`src/rtl/fdc_sched_pkg.sv`:
```
package fdc_sched_pkg;

  typedef enum logic {
    LOOP_WAIT = 1'b0,
    LOOP_RUN  = 1'b1
  } loop_st_e;

  typedef struct packed {
    logic vld;
    logic hit;
  } sense_flags_t;

endpackage

```
`src/rtl/fdc_poll_seq.sv`:
```
module fdc_poll_seq
  import fdc_sched_pkg::*;
#(
  parameter int NUM_DRV    = 4,
  parameter int POLL_TICKS = 1000,
  parameter int SLOT_CYC   = 4,
  localparam int DRV_W = $clog2(NUM_DRV),
  localparam int IVL_W = $clog2(POLL_TICKS + 1),
  localparam int CYC_W = $clog2(SLOT_CYC + 1)
) (
  input  logic             clk,
  input  logic             rst_n,
  input  logic             soft_rst,
  input  logic             tick,
  input  logic             idle,
  output logic             busy,
  output logic             scan,
  output logic [DRV_W-1:0] scan_drv
);

  loop_st_e         st_q, st_d;
  logic [IVL_W-1:0] ivl_q, ivl_d;
  logic [DRV_W-1:0] slot_q, slot_d;
  logic [CYC_W-1:0] cyc_q, cyc_d;
  logic             ivl_done, slot_end, last_slot, start;

  assign busy      = (st_q == LOOP_RUN);
  assign ivl_done  = (ivl_q == IVL_W'(POLL_TICKS - 1));
  assign start     = idle && !busy && tick && ivl_done && !soft_rst;
  assign slot_end  = (cyc_q == CYC_W'(SLOT_CYC - 1));
  assign last_slot = (slot_q == DRV_W'(NUM_DRV - 1));
  assign scan      = busy && (cyc_q == '0);
  assign scan_drv  = slot_q;

  always_comb begin
    ivl_d  = ivl_q;
    st_d   = st_q;
    slot_d = slot_q;
    cyc_d  = cyc_q;
    if (soft_rst) begin
      ivl_d  = '0;
      st_d   = LOOP_WAIT;
      slot_d = '0;
      cyc_d  = '0;
    end else begin
      if (!idle || busy) begin
        ivl_d = '0;
      end else if (tick) begin
        ivl_d = ivl_done ? '0 : ivl_q + 1'b1;
      end
      if (busy) begin
        if (slot_end) begin
          cyc_d = '0;
          if (last_slot) begin
            st_d   = LOOP_WAIT;
            slot_d = '0;
          end else begin
            slot_d = slot_q + 1'b1;
          end
        end else begin
          cyc_d = cyc_q + 1'b1;
        end
      end else if (start) begin
        st_d   = LOOP_RUN;
        slot_d = '0;
        cyc_d  = '0;
      end
    end
  end

  always_ff @(posedge clk or negedge rst_n) begin
    if (!rst_n) begin
      st_q   <= LOOP_WAIT;
      ivl_q  <= '0;
      slot_q <= '0;
      cyc_q  <= '0;
    end else begin
      st_q   <= st_d;
      ivl_q  <= ivl_d;
      slot_q <= slot_d;
      cyc_q  <= cyc_d;
    end
  end

  AST_BUSY_FROM_IDLE: assert property (@(posedge clk) disable iff (!rst_n)
    $rose(busy) |-> $past(idle));

  AST_PASS_NOT_CUT: assert property (@(posedge clk) disable iff (!rst_n)
    (busy && !soft_rst && !(slot_end && last_slot)) |=> busy);

endmodule

```
`src/rtl/fdc_ready_track.sv`:
```
module fdc_ready_track
  import fdc_sched_pkg::*;
#(
  parameter int NUM_DRV = 4,
  localparam int DRV_W = $clog2(NUM_DRV)
) (
  input  logic             clk,
  input  logic             rst_n,
  input  logic             soft_rst,
  input  logic             scan,
  input  logic [DRV_W-1:0] scan_drv,
  input  logic             poll_dis,
  input  logic             sense_req,
  output logic             irq,
  output logic             sense_vld,
  output logic             sense_hit,
  output logic [DRV_W-1:0] sense_drv
);

  logic [NUM_DRV-1:0] tog_q, tog_d;
  logic [NUM_DRV-1:0] rc_q, rc_d;
  logic [NUM_DRV-1:0] clr_m, set_m, visit_m;
  logic               found;
  logic [DRV_W-1:0]   low_idx;
  sense_flags_t       rsp_q, rsp_d;
  logic [DRV_W-1:0]   sdrv_q, sdrv_d;

  always_comb begin
    clr_m   = '0;
    found   = 1'b0;
    low_idx = '0;
    for (int i = 0; i < NUM_DRV; i++) begin
      if (rc_q[i] && !found) begin
        found   = 1'b1;
        low_idx = DRV_W'(i);
        clr_m   = NUM_DRV'(1) << i;
      end
    end
  end

  always_comb begin
    visit_m = scan ? (NUM_DRV'(1) << scan_drv) : '0;
    set_m   = poll_dis ? '0 : (visit_m & tog_q);
  end

  always_comb begin
    tog_d  = tog_q;
    rc_d   = rc_q;
    rsp_d  = '0;
    sdrv_d = sdrv_q;
    if (soft_rst) begin
      tog_d  = '1;
      rc_d   = '0;
      sdrv_d = '0;
    end else begin
      tog_d = tog_q & ~visit_m;
      rc_d  = (rc_q & ~(sense_req ? clr_m : '0)) | set_m;
      if (sense_req) begin
        rsp_d.vld = 1'b1;
        rsp_d.hit = found;
        sdrv_d    = low_idx;
      end
    end
  end

  always_ff @(posedge clk or negedge rst_n) begin
    if (!rst_n) begin
      tog_q  <= '1;
      rc_q   <= '0;
      rsp_q  <= '0;
      sdrv_q <= '0;
    end else begin
      tog_q  <= tog_d;
      rc_q   <= rc_d;
      rsp_q  <= rsp_d;
      sdrv_q <= sdrv_d;
    end
  end

  assign irq       = |rc_q;
  assign sense_vld = rsp_q.vld;
  assign sense_hit = rsp_q.hit;
  assign sense_drv = sdrv_q;

  AST_SENSE_DRAINS_ONE: assert property (@(posedge clk) disable iff (!rst_n)
    (sense_req && (rc_q != '0) && !scan && !soft_rst)
      |=> ($countones(rc_q) + 1 == $countones($past(rc_q))));

  AST_POLL_OFF_NO_SET: assert property (@(posedge clk) disable iff (!rst_n)
    (scan && poll_dis && !soft_rst) |=> ((rc_q & ~$past(rc_q)) == '0));

endmodule

```
`src/rtl/fdc_step_queue.sv`:
```
module fdc_step_queue #(
  parameter int NUM_DRV = 4,
  localparam int DRV_W = $clog2(NUM_DRV)
) (
  input  logic             clk,
  input  logic             rst_n,
  input  logic             soft_rst,
  input  logic             scan,
  input  logic [DRV_W-1:0] scan_drv,
  input  logic             step_req,
  input  logic [DRV_W-1:0] step_req_drv,
  input  logic             step_req_dir,
  output logic             step_o,
  output logic             step_dir,
  output logic [DRV_W-1:0] step_drv
);

  logic [NUM_DRV-1:0] pend_q, pend_d;
  logic [NUM_DRV-1:0] dir_q, dir_d;
  logic [NUM_DRV-1:0] iss_m, req_m;
  logic               issue;
  logic               stp_q, stp_d, sdir_q, sdir_d;
  logic [DRV_W-1:0]   sdrv_q, sdrv_d;

  assign issue = scan && pend_q[scan_drv];
  assign iss_m = issue ? (NUM_DRV'(1) << scan_drv) : '0;
  assign req_m = step_req ? (NUM_DRV'(1) << step_req_drv) : '0;

  always_comb begin
    pend_d = pend_q;
    dir_d  = dir_q;
    stp_d  = 1'b0;
    sdir_d = sdir_q;
    sdrv_d = sdrv_q;
    if (soft_rst) begin
      pend_d = '0;
      dir_d  = '0;
      sdir_d = 1'b0;
      sdrv_d = '0;
    end else begin
      pend_d = (pend_q & ~iss_m) | req_m;
      for (int i = 0; i < NUM_DRV; i++) begin
        if (req_m[i]) dir_d[i] = step_req_dir;
      end
      if (issue) begin
        stp_d  = 1'b1;
        sdir_d = dir_q[scan_drv];
        sdrv_d = scan_drv;
      end
    end
  end

  always_ff @(posedge clk or negedge rst_n) begin
    if (!rst_n) begin
      pend_q <= '0;
      dir_q  <= '0;
      stp_q  <= 1'b0;
      sdir_q <= 1'b0;
      sdrv_q <= '0;
    end else begin
      pend_q <= pend_d;
      dir_q  <= dir_d;
      stp_q  <= stp_d;
      sdir_q <= sdir_d;
      sdrv_q <= sdrv_d;
    end
  end

  assign step_o   = stp_q;
  assign step_dir = sdir_q;
  assign step_drv = sdrv_q;

  AST_STEP_ONE_CYCLE: assert property (@(posedge clk) disable iff (!rst_n)
    step_o |=> !step_o);

endmodule

```
`src/rtl/fdc_pd_timer.sv`:
```
module fdc_pd_timer #(
  parameter int PD_TICKS = 512000,
  localparam int PD_W = $clog2(PD_TICKS + 1)
) (
  input  logic clk,
  input  logic rst_n,
  input  logic soft_rst,
  input  logic tick,
  input  logic motor_off_exp,
  input  logic auto_pd_en,
  input  logic cmd_act,
  input  logic motor_on,
  input  logic loop_head,
  output logic pwr_down
);

  logic [PD_W-1:0] cnt_q, cnt_d;
  logic            due_q, due_d;
  logic            pd_q, pd_d;
  logic            hold;

  assign hold = soft_rst || cmd_act || motor_on || !motor_off_exp || !auto_pd_en;

  always_comb begin
    cnt_d = cnt_q;
    due_d = due_q;
    pd_d  = pd_q;
    if (hold) begin
      cnt_d = '0;
      due_d = 1'b0;
      pd_d  = 1'b0;
    end else begin
      if (due_q && loop_head) pd_d = 1'b1;
      if (tick && !due_q) begin
        if (cnt_q == PD_W'(PD_TICKS - 1)) begin
          cnt_d = '0;
          due_d = 1'b1;
        end else begin
          cnt_d = cnt_q + 1'b1;
        end
      end
    end
  end

  always_ff @(posedge clk or negedge rst_n) begin
    if (!rst_n) begin
      cnt_q <= '0;
      due_q <= 1'b0;
      pd_q  <= 1'b0;
    end else begin
      cnt_q <= cnt_d;
      due_q <= due_d;
      pd_q  <= pd_d;
    end
  end

  assign pwr_down = pd_q;

  AST_PD_WAKE: assert property (@(posedge clk) disable iff (!rst_n)
    (cmd_act || motor_on) |=> !pwr_down);

  AST_PD_NEEDS_EN: assert property (@(posedge clk) disable iff (!rst_n)
    $rose(pwr_down) |-> $past(auto_pd_en));

endmodule

```
`src/rtl/fdc_idle_sched.sv`:
```
module fdc_idle_sched #(
  parameter int NUM_DRV    = 4,
  parameter int POLL_TICKS = 1000,
  parameter int SLOT_CYC   = 4,
  parameter int PD_TICKS   = 512000,
  localparam int DRV_W = $clog2(NUM_DRV)
) (
  input  logic             clk,
  input  logic             rst_n,
  input  logic             soft_rst,
  input  logic             tick,
  input  logic             idle,
  input  logic             poll_dis,
  input  logic             sense_req,
  input  logic             step_req,
  input  logic [DRV_W-1:0] step_req_drv,
  input  logic             step_req_dir,
  input  logic             cmd_act,
  input  logic             motor_on,
  input  logic             motor_off_exp,
  input  logic             auto_pd_en,
  output logic             irq,
  output logic             poll_busy,
  output logic             sense_vld,
  output logic             sense_hit,
  output logic [DRV_W-1:0] sense_drv,
  output logic             step_o,
  output logic             step_dir,
  output logic [DRV_W-1:0] step_drv,
  output logic             pwr_down
);

  logic [1:0]       rs_q;
  logic             rst_i;
  logic             scan;
  logic [DRV_W-1:0] scan_drv;
  logic             loop_head;

  always_ff @(posedge clk or negedge rst_n) begin
    if (!rst_n) rs_q <= 2'b00;
    else        rs_q <= {rs_q[0], 1'b1};
  end
  assign rst_i = rs_q[1];

  assign loop_head = scan && (scan_drv == '0);

  fdc_poll_seq #(
    .NUM_DRV(NUM_DRV), .POLL_TICKS(POLL_TICKS), .SLOT_CYC(SLOT_CYC)
  ) u_seq (
    .clk(clk), .rst_n(rst_i), .soft_rst(soft_rst), .tick(tick), .idle(idle),
    .busy(poll_busy), .scan(scan), .scan_drv(scan_drv)
  );

  fdc_ready_track #(.NUM_DRV(NUM_DRV)) u_rdy (
    .clk(clk), .rst_n(rst_i), .soft_rst(soft_rst), .scan(scan),
    .scan_drv(scan_drv), .poll_dis(poll_dis), .sense_req(sense_req),
    .irq(irq), .sense_vld(sense_vld), .sense_hit(sense_hit),
    .sense_drv(sense_drv)
  );

  fdc_step_queue #(.NUM_DRV(NUM_DRV)) u_step (
    .clk(clk), .rst_n(rst_i), .soft_rst(soft_rst), .scan(scan),
    .scan_drv(scan_drv), .step_req(step_req), .step_req_drv(step_req_drv),
    .step_req_dir(step_req_dir), .step_o(step_o), .step_dir(step_dir),
    .step_drv(step_drv)
  );

  fdc_pd_timer #(.PD_TICKS(PD_TICKS)) u_pd (
    .clk(clk), .rst_n(rst_i), .soft_rst(soft_rst), .tick(tick),
    .motor_off_exp(motor_off_exp), .auto_pd_en(auto_pd_en),
    .cmd_act(cmd_act), .motor_on(motor_on), .loop_head(loop_head),
    .pwr_down(pwr_down)
  );

  AST_STEP_IN_PASS: assert property (@(posedge clk) disable iff (!rst_i)
    step_o |-> $past(poll_busy));

  AST_SOFT_CLEARS: assert property (@(posedge clk) disable iff (!rst_i)
    soft_rst |=> (!poll_busy && !irq && !pwr_down && !step_o));

endmodule

```
`config.mk`:
```
export PLATFORM = sky130hd
export DESIGN_NAME = fdc_idle_sched
export DESIGN_NICKNAME = d
export VERILOG_FILES = /design/src/rtl/fdc_sched_pkg.sv /design/src/rtl/fdc_poll_seq.sv /design/src/rtl/fdc_ready_track.sv /design/src/rtl/fdc_step_queue.sv /design/src/rtl/fdc_pd_timer.sv /design/src/rtl/fdc_idle_sched.sv
export SDC_FILE = /design/constraint.sdc
export NUM_CORES = 1
export LEC_CHECK = 0
export CORE_MARGIN = 2
export CORE_UTILIZATION = 50
export CTS_CLUSTER_DIAMETER = 40
export DETAILED_ROUTE_END_ITERATION = 6
export PLACE_DENSITY = 0.69
export SLEW_MARGIN = 15
export SYNTH_ARGS = -nofsm -noshare
export SYNTH_HDL_FRONTEND = slang
export SYNTH_HIERARCHICAL = 1
export SYNTH_SLANG_ARGS = --single-unit
```
`constraint.sdc`:
```
create_clock -name clk -period 2.5 [get_ports clk]
set_input_delay 0.5 -clock clk [delete_from_list [all_inputs] [get_ports clk]]
set_output_delay 0.5 -clock clk [all_outputs]
set_load 0.05 [all_outputs]
```
-- Word-level counts from Yosys, hierarchy flattened
Cells that the tools add are included.
- flip-flop bits (word level): 63
- bits of input ports: 15
- output and inout port bits: 11
- logic and storage cells: 148
- add/sub/neg operators: 4
- magnitude comparators: 1
- eq/ne operators: 5
- shift operators: 2
- multiplexer cells: 64
- bitwise logic cells: 9
- reductions and logical operators: 42
- operator list (operator ; count):
    $mux 19 ; 3
    $mux 4 ; 12
    $mux 10 ; 4
    $mux 1 ; 26
    $mux 2 ; 13
    $add 19x1->19 const B ; 1
    $eq 19x19->1 const B ; 1
    $reduce_bool 2->1 ; 9
    $and 4x4->4 ; 4
    $logic_and 1x1->1 ; 12
    $mux 3 ; 4
    $not 4->4 ; 3
    $add 10x1->10 const B ; 1
    $eq 10x10->1 const B ; 1
    $logic_not 1->1 ; 9
    $or 4x4->4 ; 2
    $shl 1x2->4 const A ; 2
    $reduce_bool 3->1 ; 2
    $logic_or 1x1->1 ; 5
    $bmux 1 s2 ; 2
    $reduce_and 2->1 ; 2
    $reduce_or 4->1 ; 1
    $add 3x1->3 const B ; 1
    $eq 3x2->1 const B ; 1
    6 further kinds ; 6

-- Logic depth before layout (Yosys ltp)
Gate-level depths: netlist of run 1.
- depth after elaboration: 15
- mapped depth: 7

-- By module
Netlist of run 1, hierarchy kept.
- modules (own cells, without submodules) (module ; instances ; cells an instance ; area each (um^2) ; seq. area each (um^2)):
    fdc_pd_timer ; 1 ; 133 ; 1166.1 ; 525.5
    fdc_poll_seq ; 1 ; 92 ; 945.9 ; 400.4
    fdc_step_queue ; 1 ; 51 ; 563.0 ; 300.3
    fdc_ready_track ; 1 ; 49 ; 516.7 ; 305.3
    fdc_idle_sched ; 1 ; 4 ; 66.3 ; 50.0

-- Worst setup path before layout of run 1
No wires, ideal clock.
- path type: reg-to-reg
- start point: register u_pd.cnt_q[0]
- end point: register u_pd.cnt_q[18]
- library setup time: 0.096 ns
- data arrival time: 1.843 ns
- data required time: 2.404 ns
- path slack: 0.561 ns
- cell stages (with the launch flop): 6
- path buffers: 0
- period minus slack after synthesis: 1.939 ns
- cells stage by stage: dfrtp_1 > ha_1 > nand4_1 > or4_1 > o41a_1 > o31ai_1
- cells in the longest elaborated chain, start to end: 4
- elaborated cells between the ends (all ways): 5
- classes of those cells: 1 x add/sub; 1 x eq/ne; 3 x mux
- ends and longest elaborated chain (what ; RTL line ; source):
    from (decl) ; fdc_pd_timer.sv:17 ; logic [PD_W-1:0] cnt_q, cnt_d;
    from (signal assigned) ; fdc_pd_timer.sv:51 ; cnt_q <= cnt_d;
    $add 19x1->19 or $eq 19x19->1 (tied branches) ; fdc_pd_timer.sv:39, fdc_pd_timer.sv:35 ;
    $mux 19 * ; fdc_pd_timer.sv:35 ; if (cnt_q == PD_W'(PD_TICKS - 1)) begin
    $mux 19 * ; fdc_pd_timer.sv:34 ; if (tick && !due_q) begin
    $mux 19 * ; fdc_pd_timer.sv:28 ; if (hold) begin
Every way passes the cells marked *; elsewhere a longest branch is shown, timed or not. The select of a mux whose other input is x is not followed.
A chain may end at the register's enable or synchronous reset.

-- Worst setup path in the final report of run 1
- start point: register u_rdy.rc_q[0]
- end point: output irq
- cells in the longest elaborated chain, start to end: 1
- ends and longest elaborated chain (what ; RTL line ; source):
    from (decl) ; fdc_ready_track.sv:21 ; logic [NUM_DRV-1:0] rc_q, rc_d;
    from (signal assigned) ; fdc_ready_track.sv:74 ; rc_q <= rc_d;
    $reduce_or 4->1 ; fdc_ready_track.sv:80 ; assign irq = |rc_q;
    to (decl) ; fdc_idle_sched.sv:22 ; output logic irq,
Every way passes these cells.

==> run_summary.xml, run 1 <==
<?xml version="1.0" encoding="UTF-8"?>
<metrics>
  <group name="run_status">
    <metric name="status" unit="">finished, final reports clean</metric>
  </group>
  <group name="yosys">
    <metric name="synth_ff_type" unit="">sky130_fd_sc_hd__dfrtp_1</metric>
    <metric name="yosysSeqAreaShare" unit="%">48.5</metric>
    <metric name="synth.cell_area" unit="sq um">3260</metric>
    <metric name="yosys.area_share.xor_xnor" unit="%">2.15</metric>
    <metric name="yosys-top-cells-area" unit="">sky130_fd_sc_hd__dfrtp_1, sky130_fd_sc_hd__nand2_1, sky130_fd_sc_hd__dfstp_2</metric>
    <metric name="fraction_of_the_mapped_netlist_area_in_simple_logic_gates" unit="%">24.1</metric>
    <metric name="area_fraction_in_compound_gates_after_synthesis" unit="%">16.7</metric>
    <metric name="synth.top_cell.area_share" unit="%">45.3</metric>
    <metric name="synth-adder-area-share" unit="%">1.92</metric>
    <metric name="synthCells" unit="">329</metric>
    <metric name="number_of_register_bits_inferred_by_synthesis" unit="">63</metric>
    <metric name="synth-edff-count" unit="">0</metric>
    <metric name="synthesis_warnings" unit="">6</metric>
    <metric name="combinational_family_with_the_most_area_after_synthesis" unit="">simple AND/OR/NAND/NOR gates</metric>
    <metric name="synth_fp_nets" unit="">349</metric>
    <metric name="synth_area_leader_cell" unit="">sky130_fd_sc_hd__dfrtp_1</metric>
    <metric name="synthDistinctLibCells" unit="">65</metric>
    <metric name="postSynthAreaPerCell" unit="sq um">9.90</metric>
    <metric name="synthMuxAreaShare" unit="%">3.15</metric>
    <metric name="ys_async_sr_fraction" unit="%">100</metric>
  </group>
  <group name="floorplan">
    <metric name="die-width" unit="um">84.7</metric>
    <metric name="core-area" unit="sq um">6310</metric>
    <metric name="dieHeight" unit="um">84.7</metric>
    <metric name="placementRows" unit="">29</metric>
    <metric name="fp.dieArea" unit="sq um">7180</metric>
    <metric name="io_pins" unit="">26</metric>
    <metric name="start_util" unit="%">51.6</metric>
  </group>
  <group name="layout">
    <metric name="post_route_cells_drive_above_1_share" unit="%">12.1</metric>
    <metric name="layout.cells.most_common" unit="">sky130_fd_sc_hd__dfrtp_1</metric>
    <metric name="antenna_cells" unit="">0</metric>
    <metric name="finalCoreUtilization" unit="%">61.4</metric>
    <metric name="layout-area-overhead-vs-synth" unit="%">19.0</metric>
    <metric name="layout.cells.most_common_list" unit="">sky130_fd_sc_hd__dfrtp_1, sky130_fd_sc_hd__nand2_1, sky130_fd_sc_hd__clkdlybuf4s50_1</metric>
    <metric name="finalNetCount" unit="">386</metric>
  </group>
  <group name="route">
    <metric name="drt_iter0_markers" unit="">116</metric>
    <metric name="dr_total_vias" unit="">2587</metric>
    <metric name="drtPass1Iterations" unit="">4</metric>
    <metric name="remaining_drc_errors" unit="">0</metric>
    <metric name="wl_per_cell" unit="um">15.4</metric>
    <metric name="wirelength" unit="um">6900</metric>
    <metric name="vias_per_cell" unit="">5.77</metric>
    <metric name="postRouteAntennaNets" unit="">0</metric>
  </group>
  <group name="global_routing">
    <metric name="met1_usage" unit="%">28.3</metric>
    <metric name="grt_start_max_net_pins" unit="">37</metric>
    <metric name="grt.met2_usage" unit="%">33.1</metric>
    <metric name="grtUsageMet3" unit="%">4.82</metric>
    <metric name="first_global_vias" unit="">2476</metric>
    <metric name="grt_use_total" unit="%">21.0</metric>
    <metric name="antenna_found_initial" unit="">0</metric>
    <metric name="grt_first_pass_wirelength" unit="um">11900</metric>
    <metric name="global_route.overflow_total" unit="">0</metric>
    <metric name="top_usage_layer" unit="">met2</metric>
  </group>
  <group name="setup_path">
    <metric name="worstRegToRegCells" unit="">5</metric>
    <metric name="cell_breakdown_of_the_critical_path" unit="">nor2_1, nand2_1, clkdlybuf4s50_1</metric>
    <metric name="cpPeakStageDelay" unit="ns">0.70</metric>
    <metric name="crit_path_end_kind" unit="">primary output</metric>
    <metric name="critical_path_peak_fanout" unit="">6</metric>
    <metric name="regToRegStartpoint" unit="">u_pd/cnt_q[0]</metric>
    <metric name="worst_path_slowest_cell" unit="">sky130_fd_sc_hd__clkdlybuf4s50_1</metric>
    <metric name="worst-endpoint-arrival" unit="ns">1.74</metric>
    <metric name="worst-endpoint-required" unit="ns">2.00</metric>
    <metric name="setup.worst_path.class" unit="">register to primary output</metric>
    <metric name="critical_path.startpoint_type" unit="">register</metric>
    <metric name="timing.critical_path.buf_inv" unit="">1</metric>
    <metric name="cp_top_family" unit="">buffers and inverters</metric>
    <metric name="reg2reg_to" unit="">u_pd/cnt_q[18]</metric>
    <metric name="timing.reg2reg.setup_slack" unit="ns">0.28</metric>
  </group>
  <group name="power">
    <metric name="p_per_area" unit="nW/um^2">555</metric>
    <metric name="ir_drop" unit="mV">0.326</metric>
    <metric name="leakagePower" unit="nW">1.57</metric>
    <metric name="total_power" unit="mW">2.15</metric>
  </group>
  <group name="sta">
    <metric name="finalSetupViolations" unit="">0</metric>
    <metric name="slew_headroom" unit="%">59.7</metric>
    <metric name="hold_violations" unit="">0</metric>
    <metric name="rsz_0062_raised_after_global_routing" unit="">no</metric>
    <metric name="report.final.slew_viol_count" unit="">0</metric>
    <metric name="fin_skew" unit="ns">0.00791</metric>
    <metric name="max_freq" unit="MHz">446</metric>
    <metric name="worst-slew-pin-transition" unit="ns">0.605</metric>
    <metric name="finalCriticalPeriod" unit="ns">2.24</metric>
    <metric name="tns" unit="ns">0</metric>
    <metric name="post-route-period-util" unit="%">89.6</metric>
  </group>
  <group name="placement">
    <metric name="finalWeightedCongestion" unit="">0.808</metric>
    <metric name="portBuffers" unit="">25</metric>
    <metric name="dp.final_hpwl" unit="um">4800</metric>
  </group>
  <group name="clocking">
    <metric name="post_cts_buffers" unit="">0</metric>
    <metric name="cts.hold.buffers_added" unit="">0</metric>
    <metric name="htree_num_levels" unit="">3</metric>
    <metric name="root_buffer" unit="">sky130_fd_sc_hd__clkbuf_8</metric>
    <metric name="cts_buffer_count" unit="">9</metric>
    <metric name="cts.reportedPaths.clkPinSlew" unit="ns">0.07</metric>
    <metric name="clock_path_buffers" unit="">2</metric>
    <metric name="clkLatencyLatePin" unit="ns">0.34</metric>
    <metric name="cts.sink_count" unit="">63</metric>
    <metric name="cts_resized" unit="">0</metric>
    <metric name="tritoncts" unit="">done</metric>
  </group>
  <group name="flow_run">
    <metric name="timing.max_cap.violations" unit="">0</metric>
  </group>
  <group name="worst_hold_path">
    <metric name="hp-class" unit="">register to asynchronous set/reset pin</metric>
  </group>
</metrics>
## stage by stage
step / hold slack, ns / instance area (sq um) / setup WS, ns / std cells
2_1_floorplan: 0.204 / 3260 / 0.561 / 329
3_3_place_gp: 0.294 / 3650 / 0.309 / 432
3_5_place_dp: 0.308 / 3650 / 0.244 / 432
4_1_cts: 0.302 / 3880 / 0.241 / 448
5_1_grt: 0.308 / 3880 / 0.114 / 448
6_report: 0.287 / 3880 / 0.259 / 448
## how the worst max path moves through the flow
stage | start | endpoint | slack [ns] | cells after the start
2_1_floorplan | u_pd/cnt_q[0] | u_pd/cnt_q[18] | 0.56 | 5
3_3_place_gp | soft_rst | u_pd/cnt_q[13] | 0.31 | 5
3_5_place_dp | soft_rst | u_pd/cnt_q[17] | 0.24 | 5
4_1_cts | u_rdy/rc_q[0] | irq | 0.24 | 3
5_1_grt | u_pd/cnt_q[0] | u_pd/cnt_q[18] | 0.11 | 5
6_report | u_rdy/rc_q[0] | irq | 0.26 | 3
## flip-flops by register name (all words and copies together) (netlist names), 3 cells and up
| register | cells |
|---|---|
| u_pd/cnt_q | 19 |
| u_seq/ivl_q | 10 |
| u_rdy/rc_q | 4 |
| u_rdy/tog_q | 4 |
| u_step/dir_q | 4 |
| u_step/pend_q | 4 |
| u_seq/cyc_q | 3 |
## cell usage after synthesis (all sizes together) (3+ instances only)
cell type / instances
nand4: 6
or4: 9
a21oi: 19
nor2: 24
o31ai: 7
a211o: 3
nand3: 9
nor3: 7
nand2b: 6
or3: 4
or3b: 3
inv: 14
o22ai: 4
mux2i: 8
nor2b: 5
a31oi: 6
o21ai: 16
xnor2: 6
dfstp: 4
clkbuf: 6
nor3b: 6
nand3b: 4
and3: 7
o211ai: 7
buf: 5
a21o: 4
dfrtp: 59
ha: 5
nand2: 34
nor4: 3
## logic make-up (layout without fill, tap and decap cells)
group | after synthesis | in the layout
muxes | 9 | 9
DFF | 63 | 63
AOI/OAI and AO/OA | 79 | 79
and+or+nand+nor | 139 | 139
buffers and inverters | 25 | 67
other | 1 | 1
xor gates and xnor gates | 8 | 8
adders and majority gates | 5 | 5
## where the power goes
group / switching (mW) / internal, mW
combinational: 0.0613 / 0.0463
clock: 0.389 / 0.615
sequential: 0.0122 / 1.03
total: 0.463 / 1.69
## final cells by class
| class | instances | area, sq um |
|---|---|---|
| well taps | 77 | 96.3 |
| fillers | 544 | 2440 |
| inverters | 14 | 52.6 |
| clock inverters | 3 | 65.1 |
| repair buffers | 37 | 353 |
| clock buffers | 13 | 159 |
| multi-input cells | 241 | 1570 |
| flip-flops and latches | 63 | 1580 |
## metal layers
layer | routed length [um] | vias to the layer above
li1 | - | 1276
met1 | 3230 | 1254
met2 | 3310 | 44
met3 | 216 | 13
met4 | 135 | 0
met5 | 0 | -
Power figures use the tool's default switching activity.
==> inputs of run 2 (changes only) <==
--- a/config.mk
+++ b/config.mk
@@ -7,6 +7,7 @@
 export LEC_CHECK = 0
 export CORE_MARGIN = 2
 export CORE_UTILIZATION = 50
+export CTS_BUF_LIST = sky130_fd_sc_hd__clkbuf_2 sky130_fd_sc_hd__clkbuf_4 sky130_fd_sc_hd__clkbuf_8
 export CTS_CLUSTER_DIAMETER = 40
 export DETAILED_ROUTE_END_ITERATION = 6
 export PLACE_DENSITY = 0.69
==> run 2 against run 1 <==
Total power rose by 1.2%. Worst setup slack got worse by 0.0050 ns. Maximum frequency fell by 0.22%. Sequential power barely moved. Count of clock-buffer cells in the layout did not move. Worst hold slack got worse by 0.00074 ns. Via count rose by 0.39%. Non-clock buffer count did not move. Critical endpoint unchanged.
==> run_summary.xml, run 2 (synthesis gave the netlist of run 1 again) <==
<?xml version="1.0" encoding="UTF-8"?>
<metrics>
  <group name="setup_path">
    <metric name="worst_path_slowest_cell" unit="">sky130_fd_sc_hd__clkdlybuf4s50_1</metric>
    <metric name="worst-endpoint-arrival" unit="ns">1.75</metric>
    <metric name="regToRegStartpoint" unit="">u_pd/cnt_q[0]</metric>
    <metric name="worst-endpoint-required" unit="ns">2.00</metric>
    <metric name="cp_top_family" unit="">buffers and inverters</metric>
    <metric name="timing.critical_path.buf_inv" unit="">1</metric>
    <metric name="critical_path_peak_fanout" unit="">6</metric>
    <metric name="cp-startpoint" unit="">u_rdy/rc_q[0]</metric>
    <metric name="cell_breakdown_of_the_critical_path" unit="">nor2_1, nand2_1, clkdlybuf4s50_1</metric>
    <metric name="timing.reg2reg.setup_slack" unit="ns">0.27</metric>
    <metric name="setup.worst_path.class" unit="">register to primary output</metric>
    <metric name="critical_path.startpoint_type" unit="">register</metric>
    <metric name="cpPeakStageDelay" unit="ns">0.70</metric>
    <metric name="crit_path_end_kind" unit="">primary output</metric>
  </group>
  <group name="sta">
    <metric name="post-route-period-util" unit="%">89.8</metric>
    <metric name="slew_headroom" unit="%">59.6</metric>
    <metric name="finalCriticalPeriod" unit="ns">2.25</metric>
    <metric name="worst-slew-pin-transition" unit="ns">0.605</metric>
    <metric name="rsz_0062_raised_after_global_routing" unit="">no</metric>
    <metric name="tns" unit="ns">0</metric>
    <metric name="fin_skew" unit="ns">0.00944</metric>
    <metric name="report.final.slew_viol_count" unit="">0</metric>
    <metric name="finalSetupViolations" unit="">0</metric>
    <metric name="max_freq" unit="MHz">445</metric>
    <metric name="hold_violations" unit="">0</metric>
  </group>
  <group name="route">
    <metric name="wl_per_cell" unit="um">15.4</metric>
    <metric name="dr_total_vias" unit="">2597</metric>
    <metric name="wirelength" unit="um">6910</metric>
    <metric name="postRouteAntennaNets" unit="">0</metric>
    <metric name="drt_iter0_markers" unit="">123</metric>
    <metric name="remaining_drc_errors" unit="">0</metric>
    <metric name="drtPass1Iterations" unit="">4</metric>
    <metric name="vias_per_cell" unit="">5.80</metric>
  </group>
  <group name="power">
    <metric name="p_sw_share" unit="%">21.5</metric>
    <metric name="switchingPower" unit="uW">467</metric>
    <metric name="p_int" unit="mW">1.71</metric>
    <metric name="seq_power_share" unit="%">47.8</metric>
    <metric name="ir_drop" unit="mV">0.327</metric>
    <metric name="p_per_area" unit="nW/um^2">561</metric>
    <metric name="leakagePower" unit="nW">1.58</metric>
    <metric name="power_frac_comb" unit="%">4.9</metric>
    <metric name="clockPowerShare" unit="%">47.3</metric>
  </group>
  <group name="layout">
    <metric name="finalNetCount" unit="">386</metric>
    <metric name="antenna_cells" unit="">0</metric>
    <metric name="fillers" unit="">541</metric>
    <metric name="post_route_cells_drive_above_1_share" unit="%">12.7</metric>
    <metric name="largest_reg_flops" unit="">19</metric>
    <metric name="layout.cells.most_common_list" unit="">sky130_fd_sc_hd__dfrtp_1, sky130_fd_sc_hd__nand2_1, sky130_fd_sc_hd__clkdlybuf4s50_1</metric>
    <metric name="layout-area-overhead-vs-synth" unit="%">19.2</metric>
    <metric name="reg_top3" unit="">u_pd/cnt_q x19, u_seq/ivl_q x10</metric>
    <metric name="seq_area" unit="sq um">1580</metric>
    <metric name="registers.top_by_ff_count" unit="">u_pd/cnt_q</metric>
    <metric name="layout.cells.most_common" unit="">sky130_fd_sc_hd__dfrtp_1</metric>
    <metric name="post-route-cell-area" unit="sq um">3880</metric>
    <metric name="multi_input_comb_area" unit="sq um">1570</metric>
  </group>
  <group name="global_routing">
    <metric name="grt_use_total" unit="%">21.0</metric>
    <metric name="first_global_vias" unit="">2483</metric>
    <metric name="grt_start_max_net_pins" unit="">37</metric>
    <metric name="antenna_found_initial" unit="">0</metric>
    <metric name="global_route.overflow_total" unit="">0</metric>
    <metric name="grt_first_pass_wirelength" unit="um">12000</metric>
  </group>
  <group name="worst_hold_path">
    <metric name="hp-class" unit="">register to asynchronous set/reset pin</metric>
  </group>
  <group name="clocking">
    <metric name="cts_resized" unit="">0</metric>
    <metric name="htree_num_levels" unit="">3</metric>
    <metric name="root_buffer" unit="">sky130_fd_sc_hd__clkbuf_8</metric>
    <metric name="cts_buffer_count" unit="">9</metric>
    <metric name="cts.reportedPaths.clkPinSlew" unit="ns">0.07</metric>
    <metric name="cts.hold.buffers_added" unit="">0</metric>
    <metric name="clock_path_buffers" unit="">2</metric>
    <metric name="cts.sink_count" unit="">63</metric>
    <metric name="post_cts_buffers" unit="">0</metric>
    <metric name="tritoncts" unit="">done</metric>
    <metric name="clkLatencyLatePin" unit="ns">0.35</metric>
  </group>
  <group name="placement">
    <metric name="dp.final_hpwl" unit="um">4800</metric>
    <metric name="finalWeightedCongestion" unit="">0.808</metric>
    <metric name="portBuffers" unit="">25</metric>
    <metric name="dpl_cell_area" unit="sq um">3650</metric>
  </group>
  <group name="floorplan">
    <metric name="start_util" unit="%">51.6</metric>
    <metric name="dieHeight" unit="um">84.7</metric>
    <metric name="io_pins" unit="">26</metric>
    <metric name="placementRows" unit="">29</metric>
    <metric name="core-area" unit="sq um">6310</metric>
    <metric name="fp.dieArea" unit="sq um">7180</metric>
    <metric name="die-width" unit="um">84.7</metric>
  </group>
  <group name="flow_run">
    <metric name="timing.max_cap.violations" unit="">0</metric>
  </group>
  <group name="run_status">
    <metric name="status" unit="">finished, final reports clean</metric>
  </group>
</metrics>
[run 2: cell count changes in the layout (fill, tap and decap cells not counted)]
cell	delta
sky130_fd_sc_hd__clkbuf_1	-2
sky130_fd_sc_hd__clkbuf_4	+2
[run 2: final timing paths]
kind,end,cells past startpoint
min in group clk,rs_q[1],0
max reg2reg,u_pd/cnt_q[18],5
min,u_pd/cnt_q[5],0
max,irq,3
max in group asynchronous,u_rdy/tog_q[3],1
min reg2reg,u_pd/cnt_q[5],0
[run 2: layer usage]
metal  vias up  global-route usage, %  share of wire (%)
met1      1260                   28.4                 46
met2        49                   32.9                 48
met5         -                      0                  0
met4         0                   8.80                2.3
met3        14                   4.82                3.4
li1       1274                      -                  -
[run 2: layout make-up]
cell class                 instances  area share [%]
clock inverter                     3            1.67
timing repair buffer              37            9.08
inverter                          14            1.35
clock buffer                      13            4.28
tap                               77            2.48
sequential                        63            40.7
multi-input combinational        241            40.4
[run 2: through the flow]
step	power, mW	std cells	setup WS, ns	hold slack (ns)	util, %
6_report	2.18	448	0.254	0.286	61.5
5_1_grt	2.26	448	0.114	0.308	61.5
4_1_cts	2.20	448	0.237	0.298	61.5
3_5_place_dp	1.17	432	0.244	0.308	57.9
3_3_place_gp	1.17	432	0.309	0.294	57.9
2_1_floorplan	1.11	329	0.561	0.204	-
[run 2: worst register-to-register path: stages, from the launching register on]
cell and delay (ns):
sky130_fd_sc_hd__dfrtp_1 0.42, sky130_fd_sc_hd__ha_1 0.22, sky130_fd_sc_hd__nand4_1 0.28, sky130_fd_sc_hd__or4_1 0.66, sky130_fd_sc_hd__o41a_1 0.34, sky130_fd_sc_hd__o31ai_1 0.22
[run 2: power by group through the flow]
stage / logic, mW / clock network [mW] / registers (mW)
final: 0.108 / 1.03 / 1.04
after global routing: 0.119 / 1.09 / 1.04
after CTS: 0.109 / 1.05 / 1.04
after detailed placement: 0.108 / 0 / 1.06
after global placement: 0.107 / 0 / 1.06
after floorplan: 0.0396 / 0 / 1.07
